[config.mk]
export PLATFORM = sky130hd
export DESIGN_NAME = nib2byte_bridge
export DESIGN_NICKNAME = d
export VERILOG_FILES = /design/src/rtl/nbb_pkg.sv /design/src/rtl/nbb_ctrl.sv /design/src/rtl/nbb_nibble_store.sv /design/src/rtl/nbb_out_reg.sv /design/src/rtl/nib2byte_bridge.sv
export SDC_FILE = /design/constraint.sdc
export NUM_CORES = 1
export LEC_CHECK = 0
export ABC_CLOCK_PERIOD_IN_PS = 1270
export BUFFER_PORTS_ARGS = -buffer_cell sky130_fd_sc_hd__buf_4
export CORE_ASPECT_RATIO = 1.2
export CORE_MARGIN = 4
export CORE_UTILIZATION = 40
export CTS_BUF_LIST = sky130_fd_sc_hd__clkbuf_16
export DETAILED_ROUTE_END_ITERATION = 10
export GPL_ROUTABILITY_DRIVEN = 0
export GPL_TIMING_DRIVEN = 0
export PLACE_DENSITY = 0.7
export SLEW_MARGIN = 20
export SYNTH_ARGS = -nofsm -noshare
export SYNTH_HDL_FRONTEND = slang
export SYNTH_HIERARCHICAL = 1
export SYNTH_SLANG_ARGS = --single-unit
[constraint.sdc]
create_clock -name clk -period 1.27 [get_ports clk]
set_clock_uncertainty 0.1 [all_clocks]
set_input_delay 0.0635 -clock clk [delete_from_list [all_inputs] [get_ports clk]]
set_output_delay 0.0635 -clock clk [all_outputs]
set_load 0.01 [all_outputs]
[src/rtl/nbb_pkg.sv]
// Shared types for the nibble-to-byte bridge.
// Assumes: one controller state per step of the two-nibble handshake.
package nbb_pkg;

    typedef enum logic [2:0] {
        ST_IDLE_LO  = 3'd0,
        ST_GRAB_LO  = 3'd1,
        ST_DRAIN_LO = 3'd2,
        ST_IDLE_HI  = 3'd3,
        ST_GRAB_HI  = 3'd4,
        ST_DRAIN_HI = 3'd5,
        ST_EMIT     = 3'd6,
        ST_EMIT_END = 3'd7
    } nbb_state_e;

endpackage

[src/rtl/nbb_ctrl.sv]
// Handshake controller: follows each strobe through its rise and fall,
// issues one load per nibble slot and one load for the output word.
// Assumes: nib_strobe is synchronous to clk; reset is synchronous, active low.
module nbb_ctrl
    import nbb_pkg::*;
#(
    parameter int SLOTS = 2
) (
    input  logic             clk,
    input  logic             rst_n,
    input  logic             nib_strobe,
    output logic [SLOTS-1:0] slot_ld,
    output logic             emit_ld
);

    nbb_state_e state_q;
    nbb_state_e state_d;

    // Purpose: hold the current handshake step.
    always_ff @(posedge clk) begin
        if (!rst_n) begin
            state_q <= ST_IDLE_LO;
        end else begin
            state_q <= state_d;
        end
    end

    // Purpose: choose the next step from the current one and the strobe.
    always_comb begin
        state_d = state_q;
        unique case (state_q)
            ST_IDLE_LO:  if (nib_strobe)  state_d = ST_GRAB_LO;
            ST_GRAB_LO:                   state_d = ST_DRAIN_LO;
            ST_DRAIN_LO: if (!nib_strobe) state_d = ST_IDLE_HI;
            ST_IDLE_HI:  if (nib_strobe)  state_d = ST_GRAB_HI;
            ST_GRAB_HI:                   state_d = ST_DRAIN_HI;
            ST_DRAIN_HI: if (!nib_strobe) state_d = ST_EMIT;
            ST_EMIT:                      state_d = ST_EMIT_END;
            ST_EMIT_END:                  state_d = ST_IDLE_LO;
            default:                      state_d = ST_IDLE_LO;
        endcase
    end

    // Purpose: decode the datapath load strobes from the current step.
    always_comb begin
        slot_ld    = '0;
        slot_ld[0] = (state_q == ST_GRAB_LO);
        slot_ld[1] = (state_q == ST_GRAB_HI);
        emit_ld    = (state_q == ST_EMIT);
    end

endmodule

[src/rtl/nbb_nibble_store.sv]
// Holding registers, one per nibble slot; slot 0 is the low half.
// Assumes: at most one slot load is active per cycle.
module nbb_nibble_store #(
    parameter int NIB_W = 4,
    parameter int SLOTS = 2
) (
    input  logic                   clk,
    input  logic                   rst_n,
    input  logic [NIB_W-1:0]       nib_in,
    input  logic [SLOTS-1:0]       slot_ld,
    output logic [SLOTS*NIB_W-1:0] word_o
);

    for (genvar g = 0; g < SLOTS; g++) begin : g_slot
        logic [NIB_W-1:0] slot_q;

        // Purpose: capture the incoming nibble when this slot is selected.
        always_ff @(posedge clk) begin
            if (!rst_n) begin
                slot_q <= '0;
            end else if (slot_ld[g]) begin
                slot_q <= nib_in;
            end
        end

        assign word_o[g*NIB_W +: NIB_W] = slot_q;
    end

endmodule

[src/rtl/nbb_out_reg.sv]
// Output register: holds the assembled word and produces the one-cycle
// strobe that accompanies a new word.
// Assumes: emit_ld is high for a single cycle per word.
module nbb_out_reg #(
    parameter int W = 8
) (
    input  logic         clk,
    input  logic         rst_n,
    input  logic         emit_ld,
    input  logic [W-1:0] word_i,
    output logic [W-1:0] byte_o,
    output logic         strobe_o
);

    // Purpose: load the word and raise the strobe for one cycle.
    always_ff @(posedge clk) begin
        if (!rst_n) begin
            byte_o   <= '0;
            strobe_o <= 1'b0;
        end else begin
            strobe_o <= emit_ld;
            if (emit_ld) begin
                byte_o <= word_i;
            end
        end
    end

endmodule

[src/rtl/nib2byte_bridge.sv]
// Top of the nibble-to-byte bridge: controller, nibble store, output register.
// Assumes: the producer keeps nib_data stable from strobe rise to one edge later.
module nib2byte_bridge #(
    parameter int NIB_W = 4
) (
    input  logic                 clk,
    input  logic                 rst_n,
    input  logic                 nib_strobe,
    input  logic [NIB_W-1:0]     nib_data,
    output logic                 byte_strobe,
    output logic [2*NIB_W-1:0]   byte_data
);

    localparam int SLOTS  = 2;
    localparam int BYTE_W = SLOTS * NIB_W;

    logic [SLOTS-1:0]  slot_ld;
    logic              emit_ld;
    logic [BYTE_W-1:0] word;

    nbb_ctrl #(
        .SLOTS (SLOTS)
    ) ctrl_i (
        .clk        (clk),
        .rst_n      (rst_n),
        .nib_strobe (nib_strobe),
        .slot_ld    (slot_ld),
        .emit_ld    (emit_ld)
    );

    nbb_nibble_store #(
        .NIB_W (NIB_W),
        .SLOTS (SLOTS)
    ) store_i (
        .clk     (clk),
        .rst_n   (rst_n),
        .nib_in  (nib_data),
        .slot_ld (slot_ld),
        .word_o  (word)
    );

    nbb_out_reg #(
        .W (BYTE_W)
    ) out_i (
        .clk      (clk),
        .rst_n    (rst_n),
        .emit_ld  (emit_ld),
        .word_i   (word),
        .byte_o   (byte_data),
        .strobe_o (byte_strobe)
    );

endmodule

==> results by group <==
Worst setup path
  • RR Endpoint: store_i/g_slot[0].slot_q[2]
  • RR Startpoint: ctrl_i/state_q[1]
  • Worst-path cell chain: buf_6 > nor3b_4 > buf_6 > mux2i_1 > nor2b_1
  • WS Path Type: flip-flop to flip-flop
  • Delay-heaviest family, CP: flip-flops
  • Crit. Startpoint: ctrl_i/state_q[1]
  • CP Max Fanout: 8
  • CP bufs+invs: 2
  • WP data required: 1.31 ns
  • CP Depth: 5
  • Max incr delay on CP: 0.31 ns
  • CP max stage cell: dfxtp_2
  • Critical Path Sink Type: flip-flop
  • Worst path arrival time: 1.30 ns
  • Most used cell, CP: buf_6
  • Depth of the most critical reg-to-reg path: 5
  • R2r setup slk: 0.007 ns
  • Type of origin of the critical path: flip-flop

Finish
  • Final Net Count: 104
  • Syn-to-layout area delta: 36.1%
  • ANT cells: 0
  • Ratio of cells with drive above 1 in the final layout: 0.354
  • Most frequent cells in the layout: dfxtp_1, buf_4, mux2i_1, nor2b_1, buf_6
  • Commonest non-fill, non-tap cell in the layout: dfxtp_1
  • Final Instance Area: 0.00114 mm2
  • Fillers: 167
  • Layout Cells excl Fill: 115

Yosys
  • Syn avg cell area: 11.5 um2
  • Seq/Total Area, Yosys: 0.478
  • Netlist cell types: 18
  • Syn. warnings: 6
  • Cells after Synth: 73
  • Cell area after synthesis: 838 um2
  • Synthesized flop and latch total: 20
  • Mapped Nets: 80

Global routing
  • Tot GR Track Use: 0.121
  • Gr ovfl total: 0
  • Initial antenna violation count: 0
  • First-pass GRT wire length: 2.64 mm
  • Pin count of the biggest net entering global routing: 21
  • Number of global-route vias before repair: 538

Placed design
  • Hpwl dp: 947 um
  • Placed Cells: 107
  • Placed Area: 975 um2
  • Port bufs: 15

Timing
  • Final worst path period share: 0.995
  • Worst-margin pin slew: 0.159 ns
  • Min Tclk post-route: 1.26 ns
  • Pins over their slew limit: 0
  • Max_slew headroom: 0.891
  • Final setup viols: 0
  • RSZ-0062 raised after global routing: true
  • Endpoints failing hold: 0
  • Max Clock Freq: 792 MHz

Routing
  • Avg WL per Cell: 13.5 um
  • Routed Antenna Nets: 0
  • Pre-antenna DRT Iters: 2
  • Starting DRT DRC Count: 1
  • Post-Route WL: 1.55 mm
  • Vias per Instance: 4.82
  • Vias: 554
  • DR DRC count: 0

Floorplanning
  • Die W: 49.8 um
  • Row Count: 17
  • Die ar.: 0.00290 mm2
  • Chip height: 58.2 um
  • Boundary Pins: 16
  • Starting Density: 0.438
  • Core Region: 0.00191 mm2

Clock network
  • Clock Tree Buf Depth: 2
  • Clk root buf: clkbuf_16
  • # H-tree levels: 1
  • Clock Latency Late Sink: 0.25 ns
  • Total CTS buffers: 3
  • TritonCTS clock tree: done
  • Clock-pin slew on the worst setup and hold paths: 0.06 ns
  • CTS sink cnt: 20

Min path
  • WHS Path Cells: 3
  • Hold_sp: nib_data[2]
  • Hold Path End: store_i/g_slot[1].slot_q[2]
  • Hold crit path type: input port to flip-flop

Power and ir drop
  • Worst IR Drop VDD: 0.960 mV
  • Power per cell area: 1440 mW/mm2
  • Leak: 0.426 nW

Status
  • Status: complete, no violations

Job
  • Number of max-cap violations: 0
==> sequential cells by signal (all words and copies together) (netlist names) <==
signal / cells
out_i/strobe_o: 1
store_i/g_slot.slot_q: 8
out_i/byte_o: 8
ctrl_i/state_q: 3
==> per-layer routing <==
| metal | wire (um) | track usage | up-vias | part of all wire |
|---|---|---|---|---|
| li1 | - | - | 292 | - |
| met1 | 718 | 0.146 | 251 | 0.46 |
| met2 | 781 | 0.200 | 9 | 0.50 |
| met3 | 38 | 0.0231 | 2 | 0.024 |
| met4 | 15 | 0.0711 | 0 | 0.0097 |
| met5 | 0 | 0 | - | 0 |
==> repair_timing <==
item,4_1_cts,5_1_grt
hold buffers,3,0
setup buffers,0,1
gates resized for setup,8,4
endpoints found under the hold margin,4,0
setup endpoints to repair,16,14
gates cloned,1,0
==> cell usage after synthesis <==
cell type / instances / area (um2)
dfxtp_1: 20 / 400
mux2i_1: 16 / 160
nor2b_1: 16 / 100
buf_6: 4 / 45.0
nor3b_1: 3 / 22.5
nand2_1: 2 / 7.51
a21boi_0: 1 / 7.51
a21boi_1: 1 / 7.51
a21oi_1: 1 / 5.00
and2_2: 1 / 7.51
and3b_1: 1 / 8.76
buf_12: 1 / 20.0
maj3_2: 1 / 11.3
nand2b_2: 1 / 8.76
nand4b_1: 1 / 8.76
nor2_1: 1 / 3.75
o21ai_0: 1 / 5.00
o31a_1: 1 / 8.76
==> cell type report <==
| type | count | area [um2] | share of cell area |
|---|---|---|---|
| repair buffers | 20 | 161 | 0.141 |
| clock inverters | 1 | 30.0 | 0.0263 |
| clock buffers | 3 | 75.1 | 0.0658 |
| well taps | 19 | 23.8 | 0.0208 |
| flip-flops and latches | 20 | 409 | 0.359 |
| plain buffers | 4 | 45.0 | 0.0395 |
| multi-input cells | 48 | 397 | 0.348 |
==> per-stage QoR <==
stage           util  total power, mW  hold slack [ns]  TNS (ns)  setup WS [ns]
6_report       0.596             1.64           0.0116         0        0.00663
5_1_grt        0.596             1.71           0.0174    -0.395        -0.0502
4_1_cts        0.586             1.65           0.0228         0      0.0000835
3_5_place_dp   0.509            0.789            0.243    -0.478        -0.0499
3_3_place_gp   0.509            0.786            0.232   -0.0646        -0.0131
2_1_floorplan      -            0.753           0.0914         0         0.0321
==> worst max path at each step <==
stage	end	slack, ns
2_1_floorplan	store_i/g_slot[0].slot_q[0]	0.03
3_3_place_gp	store_i/g_slot[1].slot_q[3]	-0.01
3_5_place_dp	store_i/g_slot[0].slot_q[2]	-0.05
4_1_cts	out_i/byte_o[4]	0.00008
5_1_grt	out_i/byte_o[4]	-0.05
6_report	store_i/g_slot[0].slot_q[2]	0.007
==> cell families (layout without fill, tap and decap cells) <==
group | after synthesis | in the layout | synth area share
multiplexers | 16 | 16 | 0.191
adder cells (fa/ha/maj) | 1 | 1 | 0.0134
flip-flops | 20 | 20 | 0.478
buffers and inverters | 5 | 28 | 0.0776
AND/OR/NAND/NOR | 26 | 26 | 0.200
AO/OA/AOI/OAI | 5 | 5 | 0.0403
==> power by group <==
part | total [mW] | switching, mW | leakage, nW | internal (mW)
sequential | 0.660 | 0.0162 | 0.164 | 0.644
combinational | 0.125 | 0.0492 | 0.211 | 0.0753
clock | 0.856 | 0.231 | 0.0511 | 0.625
total | 1.64 | 0.297 | 0.426 | 1.34
==> worst min-delay path, cell delays in order <==
cell and delay (ns):
buf_4 0.09, mux2i_1 0.07, nor2b_1 0.10
Power figures use the tool's default switching activity.
